--- config.mk ---
export PLATFORM = sky130hd
export DESIGN_NAME = sgd_play_chan
export DESIGN_NICKNAME = d
export VERILOG_FILES = /design/src/rtl/sgd_pkg.sv /design/src/rtl/sgd_regs.sv /design/src/rtl/sgd_walk.sv /design/src/rtl/sgd_play_chan.sv
export SDC_FILE = /design/constraint.sdc
export NUM_CORES = 1
export LEC_CHECK = 0
export BUFFER_PORTS_ARGS = -buffer_cell sky130_fd_sc_hd__buf_4
export CAP_MARGIN = 0
export CORE_AREA = 4 4 165 135
export DETAILED_ROUTE_END_ITERATION = 6
export DIE_AREA = 0 0 169 139
export HOLD_SLACK_MARGIN = 0.1
export PLACE_DENSITY = 0.85
export SLEW_MARGIN = 15
export SYNTH_ARGS = -nofsm -noshare
export SYNTH_HDL_FRONTEND = slang
export SYNTH_SLANG_ARGS = --single-unit
export TNS_END_PERCENT = 10
--- constraint.sdc ---
create_clock -name clk -period 2.6 [get_ports clk]
set_input_delay 0.26 -clock clk [delete_from_list [all_inputs] [get_ports clk]]
set_output_delay 0.26 -clock clk [all_outputs]
set_load 0.02 [all_outputs]
--- src/rtl/sgd_pkg.sv ---
// Shared encodings of the playback channel: register offsets, bit positions,
// walker states and the descriptor marker bundle.
package sgd_pkg;
    localparam int RA_W = 3;
    localparam logic [RA_W-1:0] RA_STAT = 3'd0;
    localparam logic [RA_W-1:0] RA_CTRL = 3'd1;
    localparam logic [RA_W-1:0] RA_TYPE = 3'd2;
    localparam logic [RA_W-1:0] RA_BASE = 3'd3;
    localparam logic [RA_W-1:0] RA_LEFT = 3'd4;
    localparam logic [RA_W-1:0] RA_PTR  = 3'd5;

    localparam int SB_ACT = 7, SB_PAU = 6, SB_TRG = 3, SB_STP = 2, SB_EOL = 1, SB_FLG = 0;
    localparam int CB_START = 7, CB_TERM = 6, CB_PAUSE = 3;
    localparam int TB_FLGIE = 0, TB_EOLIE = 1, TB_STEREO = 4, TB_WIDE = 5, TB_LOOP = 7;
    localparam int DB_EOL = 31, DB_FLG = 30, DB_STP = 29;

    typedef enum logic [2:0] {W_DA, W_DC, W_RD, W_OUT, W_END} walk_t;

    typedef struct packed {
        logic eol;
        logic flg;
        logic stp;
    } dmark_t;

    typedef struct packed {
        logic act;
        logic pau;
        logic stp;
        logic eol;
        logic flg;
    } chst_t;
endpackage

--- src/rtl/sgd_regs.sv ---
// Channel registers: status with write-one-to-clear, control actions, type and
// base. Assumes one register write per cycle. Walker events are applied after
// software writes in the same cycle, so a completion is never lost.
module sgd_regs
    import sgd_pkg::*;
#(
    parameter int AW = 32
) (
    input  logic            clk,
    input  logic            rst_n,
    input  logic            reg_we,
    input  logic [RA_W-1:0] reg_addr,
    input  logic [31:0]     reg_wdata,
    input  logic            ev_end,
    input  dmark_t          ev_mark,
    output logic [7:0]      stat_byte,
    output logic [7:0]      typ,
    output logic [AW-1:0]   base,
    output logic            base_load,
    output logic [AW-1:0]   base_wr,
    output logic            run,
    output logic            irq,
    output logic            fmt_stereo,
    output logic            fmt_wide,
    output logic            fmt_reload
);
    chst_t st, st_n;

    logic wr_stat, wr_ctrl, wr_type;
    assign wr_stat   = reg_we && (reg_addr == RA_STAT);
    assign wr_ctrl   = reg_we && (reg_addr == RA_CTRL);
    assign wr_type   = reg_we && (reg_addr == RA_TYPE);
    assign base_load = reg_we && (reg_addr == RA_BASE);
    assign base_wr   = reg_wdata[AW-1:0] & ~AW'(1);

    // Next status: software clears, then control actions, then walker events.
    always_comb begin
        st_n = st;
        if (wr_stat) begin
            if (reg_wdata[SB_STP]) st_n.pau = 1'b0;
            if (reg_wdata[SB_EOL]) begin st_n.eol = 1'b0; st_n.pau = 1'b0; end
            if (reg_wdata[SB_FLG]) begin st_n.flg = 1'b0; st_n.pau = 1'b0; end
        end
        if (wr_ctrl) begin
            if (reg_wdata[CB_START]) st_n = '{act: 1'b1, default: 1'b0};
            if (reg_wdata[CB_TERM]) begin st_n.act = 1'b0; st_n.pau = 1'b0; end
            if (reg_wdata[CB_PAUSE]) begin
                st_n.act = 1'b0;
                st_n.pau = 1'b1;
            end else if (st_n.pau) begin
                st_n.act = 1'b1;
                st_n.pau = 1'b0;
            end
        end
        if (ev_end) begin
            if (ev_mark.eol) begin
                st_n.eol = 1'b1;
                if (typ[TB_LOOP]) st_n.pau = 1'b1;
                else              st_n.act = 1'b0;
            end
            if (ev_mark.flg) begin st_n.flg = 1'b1; st_n.pau = 1'b1; end
            if (ev_mark.stp) begin st_n.stp = 1'b1; st_n.pau = 1'b1; end
        end
    end

    // Register state: status, type, base and the format-change pulse.
    always_ff @(posedge clk) begin
        if (!rst_n) begin
            st         <= '0;
            typ        <= '0;
            base       <= '0;
            fmt_reload <= 1'b0;
        end else begin
            st         <= st_n;
            fmt_reload <= wr_type && (reg_wdata[TB_WIDE:TB_STEREO] != typ[TB_WIDE:TB_STEREO]);
            if (wr_type)   typ  <= reg_wdata[7:0];
            if (base_load) base <= base_wr;
        end
    end

    // Derived outputs: status byte image, run gate, interrupt level, format.
    always_comb begin
        stat_byte         = '0;
        stat_byte[SB_ACT] = st.act;
        stat_byte[SB_PAU] = st.pau;
        stat_byte[SB_TRG] = st.act | st.pau;
        stat_byte[SB_STP] = st.stp;
        stat_byte[SB_EOL] = st.eol;
        stat_byte[SB_FLG] = st.flg;
    end
    assign run        = st.act & ~st.pau;
    assign irq        = (st.eol & typ[TB_EOLIE]) | (st.flg & typ[TB_FLGIE]);
    assign fmt_stereo = typ[TB_STEREO];
    assign fmt_wide   = typ[TB_WIDE];

    // a finished flag descriptor leaves flag and paused set.
    p_flag_pause_r4: assert property (@(posedge clk) disable iff (!rst_n)
        (ev_end && ev_mark.flg) |=> (st.flg && st.pau));
    // a plain start leaves exactly active.
    p_start_only_r8: assert property (@(posedge clk) disable iff (!rst_n)
        (wr_ctrl && reg_wdata[CB_START] && !reg_wdata[CB_TERM] && !reg_wdata[CB_PAUSE] && !ev_end)
        |=> (st.act && !st.pau && !st.stp && !st.eol && !st.flg));
    // writing one to the flag bit clears it.
    p_w1c_flag_r7: assert property (@(posedge clk) disable iff (!rst_n)
        (wr_stat && reg_wdata[SB_FLG] && !ev_end) |=> !st.flg);
endmodule

--- src/rtl/sgd_walk.sv ---
// Descriptor walker and byte streamer. Fetches the address word, then the
// control word, then buffer words one at a time, and presents their bytes to
// the sink. Assumes the memory acknowledges each held request exactly once.
// New requests start only while run is high; an issued one is always finished.
module sgd_walk
    import sgd_pkg::*;
#(
    parameter int AW = 32,
    parameter int LW = 24
) (
    input  logic          clk,
    input  logic          rst_n,
    input  logic          run,
    input  logic [AW-1:0] base,
    input  logic          base_load,
    input  logic [AW-1:0] base_wr,
    output logic          mem_req,
    output logic [AW-1:0] mem_addr,
    input  logic          mem_ack,
    input  logic [31:0]   mem_rdata,
    output logic          snk_valid,
    output logic [7:0]    snk_data,
    input  logic          snk_ready,
    output logic          ev_end,
    output dmark_t        ev_mark,
    output logic [LW-1:0] left,
    output logic [AW-1:0] ptr
);
    localparam logic [AW-1:0] DESC_BYTES = AW'(8);
    localparam logic [AW-1:0] CTL_OFFS   = AW'(4);

    walk_t         state;
    logic [AW-1:0] curr;
    logic [AW-1:0] baddr;
    logic [LW-1:0] len;
    logic [31:0]   word;
    dmark_t        mark;
    logic          unused_rdata;

    assign unused_rdata = ^mem_rdata;

    // Walk sequence: request, capture, stream, then report completion.
    always_ff @(posedge clk) begin
        if (!rst_n) begin
            state    <= W_DA;
            mem_req  <= 1'b0;
            mem_addr <= '0;
            curr     <= '0;
            baddr    <= '0;
            len      <= '0;
            word     <= '0;
            mark     <= '0;
        end else begin
            case (state)
                W_DA, W_DC, W_RD: begin
                    if (!mem_req) begin
                        if (run) begin
                            mem_req  <= 1'b1;
                            mem_addr <= (state == W_DA) ? curr :
                                        (state == W_DC) ? curr + CTL_OFFS :
                                        {baddr[AW-1:2], 2'b00};
                        end
                    end else if (mem_ack) begin
                        mem_req <= 1'b0;
                        case (state)
                            W_DA: begin
                                baddr <= mem_rdata[AW-1:0];
                                state <= W_DC;
                            end
                            W_DC: begin
                                len   <= mem_rdata[LW-1:0];
                                mark  <= '{eol: mem_rdata[DB_EOL], flg: mem_rdata[DB_FLG],
                                           stp: mem_rdata[DB_STP]};
                                curr  <= curr + DESC_BYTES;
                                state <= (mem_rdata[LW-1:0] == '0) ? W_END : W_RD;
                            end
                            default: begin
                                word  <= mem_rdata;
                                state <= W_OUT;
                            end
                        endcase
                    end
                end
                W_OUT: begin
                    if (run && snk_ready) begin
                        baddr <= baddr + AW'(1);
                        len   <= len - LW'(1);
                        if (len == LW'(1))            state <= W_END;
                        else if (baddr[1:0] == 2'd3)  state <= W_RD;
                    end
                end
                W_END: begin
                    if (mark.eol) curr <= base;
                    state <= W_DA;
                end
                default: state <= W_DA;
            endcase
            if (base_load) curr <= base_wr;
        end
    end

    assign snk_valid = (state == W_OUT) && run;
    assign snk_data  = word[{baddr[1:0], 3'b000} +: 8];
    assign ev_end    = (state == W_END);
    assign ev_mark   = mark;
    assign left      = len;
    assign ptr       = curr;

    // a request is held, address unchanged, until acknowledged.
    p_req_hold_r9: assert property (@(posedge clk) disable iff (!rst_n)
        (mem_req && !mem_ack) |=> (mem_req && $stable(mem_addr)));
    // a request only starts after a cycle in which the channel ran.
    p_fetch_gated_r9: assert property (@(posedge clk) disable iff (!rst_n)
        $rose(mem_req) |-> $past(run));
    // each accepted byte lowers the remaining count by one.
    p_len_step_r2: assert property (@(posedge clk) disable iff (!rst_n)
        (snk_valid && snk_ready) |=> (left == $past(left) - LW'(1)));
    // a control-word fetch advances the pointer by one descriptor.
    p_ptr_step_r1: assert property (@(posedge clk) disable iff (!rst_n)
        (state == W_DC && mem_req && mem_ack && !base_load) |=> (ptr == $past(ptr) + DESC_BYTES));
endmodule

--- src/rtl/sgd_play_chan.sv ---
// Top of the playback channel: joins the register block and the walker and
// drives the combinational register read-back.
module sgd_play_chan
    import sgd_pkg::*;
#(
    parameter int AW = 32,
    parameter int LW = 24
) (
    input  logic            clk,
    input  logic            rst_n,
    input  logic            reg_we,
    input  logic [RA_W-1:0] reg_addr,
    input  logic [31:0]     reg_wdata,
    output logic [31:0]     reg_rdata,
    output logic            mem_req,
    output logic [AW-1:0]   mem_addr,
    input  logic            mem_ack,
    input  logic [31:0]     mem_rdata,
    output logic            snk_valid,
    output logic [7:0]      snk_data,
    input  logic            snk_ready,
    output logic            irq,
    output logic            fmt_stereo,
    output logic            fmt_wide,
    output logic            fmt_reload
);
    logic [7:0]    stat_byte, typ;
    logic [AW-1:0] base, base_wr, ptr;
    logic          base_load, run, ev_end;
    dmark_t        ev_mark;
    logic [LW-1:0] left;

    sgd_regs #(.AW(AW)) u_regs (
        .clk(clk), .rst_n(rst_n), .reg_we(reg_we), .reg_addr(reg_addr),
        .reg_wdata(reg_wdata), .ev_end(ev_end), .ev_mark(ev_mark),
        .stat_byte(stat_byte), .typ(typ), .base(base), .base_load(base_load),
        .base_wr(base_wr), .run(run), .irq(irq), .fmt_stereo(fmt_stereo),
        .fmt_wide(fmt_wide), .fmt_reload(fmt_reload)
    );

    sgd_walk #(.AW(AW), .LW(LW)) u_walk (
        .clk(clk), .rst_n(rst_n), .run(run), .base(base), .base_load(base_load),
        .base_wr(base_wr), .mem_req(mem_req), .mem_addr(mem_addr),
        .mem_ack(mem_ack), .mem_rdata(mem_rdata), .snk_valid(snk_valid),
        .snk_data(snk_data), .snk_ready(snk_ready), .ev_end(ev_end),
        .ev_mark(ev_mark), .left(left), .ptr(ptr)
    );

    // Register read-back selected by offset; control and unused offsets read 0.
    always_comb begin
        case (reg_addr)
            RA_STAT: reg_rdata = 32'(stat_byte);
            RA_TYPE: reg_rdata = 32'(typ);
            RA_BASE: reg_rdata = 32'(base);
            RA_LEFT: reg_rdata = 32'(left);
            RA_PTR:  reg_rdata = 32'(ptr);
            default: reg_rdata = '0;
        endcase
    end
endmodule

==> impl_results.md, run 1 <==
* Synthesized Nets at 1696
* Port bufs at between 100 and 150
* Number of global-route vias before repair at around 13000
* Leak at 5.62 nW
* # rows at 47
* Clock Sinks at a little over 200
* CP Capture Type: flip-flop
* I/O pin cnt at 150
* Crit. Startpoint: u_walk.ptr[3]$_SDFFE_PN0P_
* Max Cap Viol at 0
* Synth Warn # at 0
* Top FF cell, synth: dfxtp_1
* Final hold vios at 0
* Worst EP arrival at 2850 ps
* Clk_skew at 26.1 ps
* Largest cells by area after synthesis: dfxtp_1 (34%), nand2_1 (8.3%), a21oi_1 (7.5%)
* Die area at approximately 0.023 mm^2
* Critical path type: reg -> reg
* Cell Area, Synth at 0.0120 mm^2
* HP Class: in -> reg
* WL final at 49.5 mm
* Area share of the largest cell type after synthesis at 0.340
* CTS max path bufs at 3
* Asr flop ratio synth at 0
* Synthesized flop and latch total at 204
* Clock network fraction of design power at 0.487
* Area of the multi-input gates at 0.00730 mm^2
* Critical R2R Launch: u_walk.ptr[3]$_SDFFE_PN0P_
* CTS tree: yes
* RD Place Congestion at between 1 and 1.5
* Net load switching power at 0.00183 W
* Worst setup SP type: flip-flop
* WL/cell at 23.7 um
* PD cells at ~500 mW/mm^2
* TNS Setup at 0 ps
* Worst R2R Setup Slack at 200 ps
* Final Util at 0.740
* Depth of the worst register-to-register path at 6
* Crit Reg-Reg Endpoint: u_walk.mem_addr[31]$_SDFFE_PN0P_
* Seq/Total Area, Yosys at 0.340
* Core Region at 0.0205 mm^2
* Gr usage total at 0.403
* RSZ-0062 raised after global routing: false
* Max Slew Vio Count at 0
* Cells after Synth at 1619
* Clock Latency Late Sink at 530 ps
* Layout cell share with drive strength beyond 1 at 0.182
* Worst min-delay path startpoint: mem_ack
* Routed vias/inst at between 6 and 7
* Fillers at 1584
* Crit share post-route at 0.923
* Die width at 169 um
* Status: complete, no violations
* Clock root buffer: clkbuf_16
* Final Critical Period at between 2000 and 2500 ps
* Leading area contributor after synthesis: dfxtp_1
* Worst path required time at 3050 ps
* Relative slew slack at 0.545
* Initial antenna violation count at 2
* Syn_area_per_cell at 7.42 um^2
* Worst hold path stage count at 4
* DP HPWL at 34.6 mm
* Post-synth EDFFs at 0
* First-pass GRT wire length at 76.3 mm
* Worst setup margin at 200 ps
* Inserted Clock Buffers at 23
* Area Overhead vs Synth at 26.4%
* Initial core utilization at 0.585
* Final #Nets at 1878
* Pre-CTS setup slack at 274 ps
* Register area at 0.00408 mm^2
* H-tree lvl count at 1
* Max rail drop VDD at 0.560 mV
* DR pass1 iterations at 6
* Sw frac at 0.242
* Comb power frac at 0.089
* Crit path to: u_walk.mem_addr[31]$_SDFFE_PN0P_
* Pint at 0.00574 W
* Die Y-Extent at around 140 um
* Via count at 14200
* Final setup fails at 0
* Fmax at 0.417 GHz
* Grt total ovfl at 0
* Register share of total power at 0.424
* Crit path max fanout at 6
* Tightest Pin Transition at 673 ps
* Remaining routing DRC violations at 0
* Power Total at roughly 0.0076 W
* Pin count of the biggest net entering global routing at 96
* Final ANT Viol Nets at 0
* Hold WS at 111 ps
* Yosys cell types at 84
* Clock transition at path regs at 60 ps
* Drt initial violations at ~2400
[cells by family after synthesis]
kind of cell,Yosys count,share of synthesized area
AO/OA/AOI/OAI,524,0.278
XOR/XNOR,23,0.0168
adder cells (fa/ha/maj),5,0.00521
buffers and inverters,165,0.0549
flip-flops,204,0.340
multiplexers,31,0.0346
AND/OR/NAND/NOR,667,0.271
[layer usage]
layer	GRT usage	up-vias	wire, um
li1	-	6323	-
met1	0.599	6602	20500
met2	0.577	1116	20200
met3	0.0995	173	6820
met4	0.123	2	2030
met5	0	-	13
[cell type report]
cell class,instances,area share
multi-input combinational,1250,0.481
sequential,204,0.269
timing repair buffer,305,0.169
clock buffer,28,0.0411
tap,269,0.0222
clock inverter,12,0.0141
inverter,17,0.00437
antenna,1,0.000165
[critical path, cell delays in order, from the launching register on]
cell	delay [ps]
dfxtp_1	410
ha_1	200
and4_1	310
nand4_2	260
or4_4	570
or4_1	480
nand4_1	90
[Yosys cell counts (8+ instances only)]
cell	number
nor3_1	40
inv_1	16
o21ai_0	108
xor2_1	8
mux4_2	8
and2_1	12
a21oi_1	179
o22ai_1	9
a211oi_1	12
o31ai_1	9
nand3_1	59
clkbuf_1	108
o31a_1	12
mux2i_1	19
a31oi_1	33
buf_1	12
o21a_1	15
nand2b_1	10
a22oi_1	14
or3_1	22
buf_2	21
o211ai_1	19
a22o_1	31
nor2_1	103
xnor2_1	15
nand4_1	28
dfxtp_1	204
or4_1	13
nor4_1	38
nor2b_1	12
nand2_1	267
a21o_1	8
and4_1	9
and3_1	14
[power by group through the flow]
stage | clock [W] | combinational, W | sequential (W)
after floorplan | 0 | 0.000282 | 0.00326
after global placement | 0 | 0.000554 | 0.00328
after detailed placement | 0 | 0.000558 | 0.00328
after CTS | 0.00367 | 0.000640 | 0.00321
after global routing | 0.00381 | 0.000704 | 0.00322
final | 0.00369 | 0.000674 | 0.00321
[sequential cells by signal, summed over array words and instances (netlist names)]
signal	cells
u_walk.baddr	32
u_walk.mem_addr	32
u_walk.ptr	32
u_walk.word	32
u_regs.base	31
u_walk.left	24
u_regs.typ	8
u_regs.stat_byte	5
u_walk.ev_mark	3
u_walk.state	3
u_regs.fmt_reload	1
u_walk.mem_req	1
[cell usage in the layout, fill, tap and decap left out, types with 10 or more instances in the layout]
master / n
or4_1: 13
a211oi_1: 12
a22oi_1: 14
and3_1: 14
a31oi_1: 33
and2_1: 12
nand4_1: 28
xnor2_1: 15
a22o_1: 31
inv_1: 16
nor4_1: 37
nor2b_1: 10
dlygate4sd3_1: 64
nand3_1: 59
dfxtp_1: 204
clkbuf_16: 23
o211ai_1: 19
or3_1: 22
a21oi_1: 179
o21a_1: 15
o21ai_0: 107
nor3_1: 40
buf_4: 232
nand2_1: 267
mux2i_1: 19
nand2b_1: 10
o31a_1: 12
nor2_1: 102
[through the flow]
| step | std cells | cell area [um^2] |
|---|---|---|
| finish | 2086 | 15200 |
| floorplan | 1619 | 12000 |
| global route | 2086 | 15200 |
| detailed placement | 1981 | 13700 |
| CTS | 2085 | 15200 |
| global placement | 1981 | 13700 |
[what timing repair did]
action,in CTS,in global routing
setup buffers,0,0
setup endpoints to repair,0,1
hold buffers,64,0
hold endpoints to repair,95,0
gates resized for setup,0,1
[worst min-delay path by stage]
stage	end	slack, ps
finish	u_walk.mem_req$_SDFFE_PN0N_	110
global route	u_walk.mem_req$_SDFFE_PN0N_	140
CTS	u_walk.mem_req$_SDFFE_PN0N_	110
detailed placement	u_walk.word[20]$_SDFFE_PN0P_	450
global placement	u_walk.word[5]$_SDFFE_PN0P_	440
floorplan	u_walk.word[0]$_SDFFE_PN0P_	400
Note: power is estimated with default switching activity, not from simulation.
==> run 2: changes to the inputs <==
CORE_AREA = 4 4 169 138   (was 4 4 165 135)
DIE_AREA = 0 0 173 142   (was 0 0 169 139)
SYNTH_HIERARCHICAL = 1   (was default)
==> run 2 against run 1 <==
Against the previous run:
- the run now ends with design-rule violations left
- maximum frequency fell by 4.1%
- cell count rose by 0.43%
- synthesized cell count rose by 3.4%
- via count rose by 2.1%
- largest cell class unchanged
==> impl_results.md, run 2 <==
* Cells after Synth at 1674 (+3.4%)
* Gr usage total at 0.360 (-0.0432)
* Worst setup SP type: flip-flop
* Asr flop ratio synth at 0 (unchanged)
* Leak at 5.43 nW (-3.4%)
* Worst path required time at 3040 ps (about the same)
* Post-synth EDFFs at 0 (unchanged)
* PD cells at 457 mW/mm^2 (-8.3%)
* Pin count of the biggest net entering global routing at 70 (-27%)
* Largest cells by area after synthesis: dfxtp_1 (32%), nand2_1 (8.4%), a21oi_1 (5.2%)
* Syn_area_per_cell at 7.54 um^2 (+1.6%)
* Via count at 14500 (+2.1%)
* Top cells by count, synth: nand2_1 (283), dfxtp_1 (204), a21oi_1 (132)
* Status: finished with violations
* Cell Area, Synth at 0.0126 mm^2 (+5.0%)
* Fmax at 0.399 GHz (-4.1%)
* Max Slew Vio Count at 0 (unchanged)
* Relative slew slack at 0.472 (-0.0734)
* Clk_skew at 12.7 ps (-13.4 ps)
* Max rail drop VDD at 0.417 mV (-26%)
* Top-count cell post-synth: nand2_1
* Max Cap Viol at 0 (unchanged)
* Critical path type: reg -> reg
* Final Critical Period at 2500 ps (+103 ps)
* Final #Nets at 1883 (+0.27%)
* Die area at 0.0246 mm^2 (+4.6%)
* Initial antenna violation count at 1 (-1)
* Grt total ovfl at 0 (unchanged)
* I/O pin cnt at 150 (unchanged)
* Setup Fix Bufs, Post-CTS at 0 (unchanged)
* CP Capture Type: flip-flop
* Number of global-route vias before repair at 13400 (+4.2%)
* Remaining routing DRC violations at 1 (+1)
* Area share of the largest cell type after synthesis at 0.324 (-0.0163)
* Port bufs at 149 (unchanged)
* DP HPWL at 31.9 mm (-7.8%)
* Die width at 173 um (+2.4%)
* Yosys cell types at 89 (+6.0%)
* HP Class: in -> reg
* First-pass GRT wire length at 72.9 mm (-4.4%)
* Final Util at 0.708 (-0.0321)
* Clock Latency Late Sink at 520 ps (about the same)
* H-tree lvl count at 1 (unchanged)
* Final setup fails at 0 (unchanged)
* WL/cell at 22.4 um (-5.6%)
* Clock transition at path regs at 70 ps (about the same)
* Synthesized flop and latch total at 204 (unchanged)
* Most frequent cells in the layout: nand2_1 (283), buf_4 (224), dfxtp_1 (204), a21oi_1 (131), o21ai_0 (99)
* Drt initial violations at 2262 (-4.1%)
* Top FF cell, synth: dfxtp_1
* Core Region at 0.0215 mm^2 (+4.8%)
* Hold WS at 137 ps (+26.1 ps)
* Crit share post-route at 0.963 (+0.0397)
* Worst EP arrival at 2950 ps (+100 ps)
* Layout cell share with drive strength beyond 1 at 0.167 (-0.0146)
* Synth Warn # at 6 (+6)
* DR pass1 iterations at 7 (+1)
* Seq/Total Area, Yosys at 0.324 (-0.0163)
* Tightest Pin Transition at 791 ps (+118 ps)
* Leading area contributor after synthesis: dfxtp_1
* Area Overhead vs Synth at 20.6%
* Clock root buffer: clkbuf_16
* Clock Sinks at 204 (unchanged)
* Die Y-Extent at 142 um (+2.2%)
* TNS Setup at 0 ps (unchanged)
* Final ANT Viol Nets at 0 (unchanged)
* Power Total at 0.00696 W (-8.1%)
* Commonest non-fill, non-tap cell in the layout: nand2_1
* Initial core utilization at 0.587 (+0.00150)
* RD Place Congestion at 0.990 (-1.3%)
* Crit path max fanout at 25 (+19)
* Routed vias/inst at 6.93 (+1.7%)
* Failing checks: design-rule violations
* # rows at 48 (+2.1%)
* WL final at 47.0 mm (-5.1%)
* CTS tree: yes
* Inserted Clock Buffers at 22 (-4.3%)
* RSZ-0062 raised after global routing: false
* Final hold vios at 0 (unchanged)
* CTS max path bufs at 3 (unchanged)
run 2: changes by cell type after synthesis, sizes merged, moves of 16 or more:
cell / delta
nand4: +16
nand2: +16
buf: +33
a21oi: -48
a21boi: +29
a22o: -29
mux2i: +21
run 2: what timing repair did:
action	in CTS	in global routing
hold buffers	64	0
hold endpoints to repair	93	0
endpoints found under the setup margin	0	1
resized for setup	0	1
run 2: worst max-delay path, stage by stage, from the launching register on:
cell,delay [ps]
dfxtp_1,330
inv_1,70
nor2_1,400
nand2b_1,260
or2_2,540
buf_4,290
nor2_1,110
o21ai_0,220
a21oi_1,200
run 2: layer usage:
metal | vias up | track usage | wire length [um]
li1 | 6411 | - | -
met1 | 6773 | 0.475 | 17600
met2 | 1134 | 0.567 | 20600
met3 | 200 | 0.0861 | 6300
met4 | 2 | 0.165 | 2470
met5 | - | 0 | 11
run 2: final timing paths:
check / end / from / depth (start not counted) / slack [ps]
min reg2reg: u_walk/mem_addr[1]$_SDFFE_PN0P_ / u_walk/mem_addr[1]$_SDFFE_PN0P_ / 2 / 450
max: u_walk/mem_addr[13]$_SDFFE_PN0P_ / u_regs/stat_byte[7]$_SDFF_PN0_ / 8 / 100
max reg2reg: u_walk/mem_addr[13]$_SDFFE_PN0P_ / u_regs/stat_byte[7]$_SDFF_PN0_ / 8 / 100
min: u_walk/mem_req$_SDFFE_PN0N_ / mem_ack / 4 / 140
run 2: stage by stage:
step           setup slack, ps  instances  area, um^2
2_1_floorplan              247       1677       12600
3_5_place_dp               187       1993       13900
3_3_place_gp               208       1993       13900
4_1_cts                    166       2094       15200
5_1_grt                   50.9       2094       15200
6_report                  96.6       2095       15200
run 2: area by class of cell:
cell class / count / area, um^2
Multi-Input combinational cell: 1264 / 7580
Fill cell: 1655 / 6280
Sequential cell: 204 / 4080
Timing Repair Buffer: 295 / 2460
Clock buffer: 34 / 637
Tap cell: 275 / 344
Inverter: 19 / 71.3
Clock inverter: 3 / 40.0
Antenna cell: 1 / 2.50
run 2: power by group:
group          switching [W]  internal, W  leakage [nW]
clock                0.00131      0.00177         0.330
sequential         0.0000608      0.00317          1.65
combinational       0.000361     0.000288          3.45
run 2: kinds of logic (layout without fill, tap and decap cells):
group | count (synthesis) | count (layout) | synth area share
AND/OR/NAND/NOR | 682 | 682 | 0.267
AO/OA/AOI/OAI | 511 | 511 | 0.269
buffers and inverters | 209 | 351 | 0.0786
flip-flops | 204 | 204 | 0.324
multiplexers | 49 | 49 | 0.0469
XOR/XNOR | 13 | 13 | 0.00902
adder cells (fa/ha/maj) | 5 | 5 | 0.00496
other | 1 | 5 | 0.000297
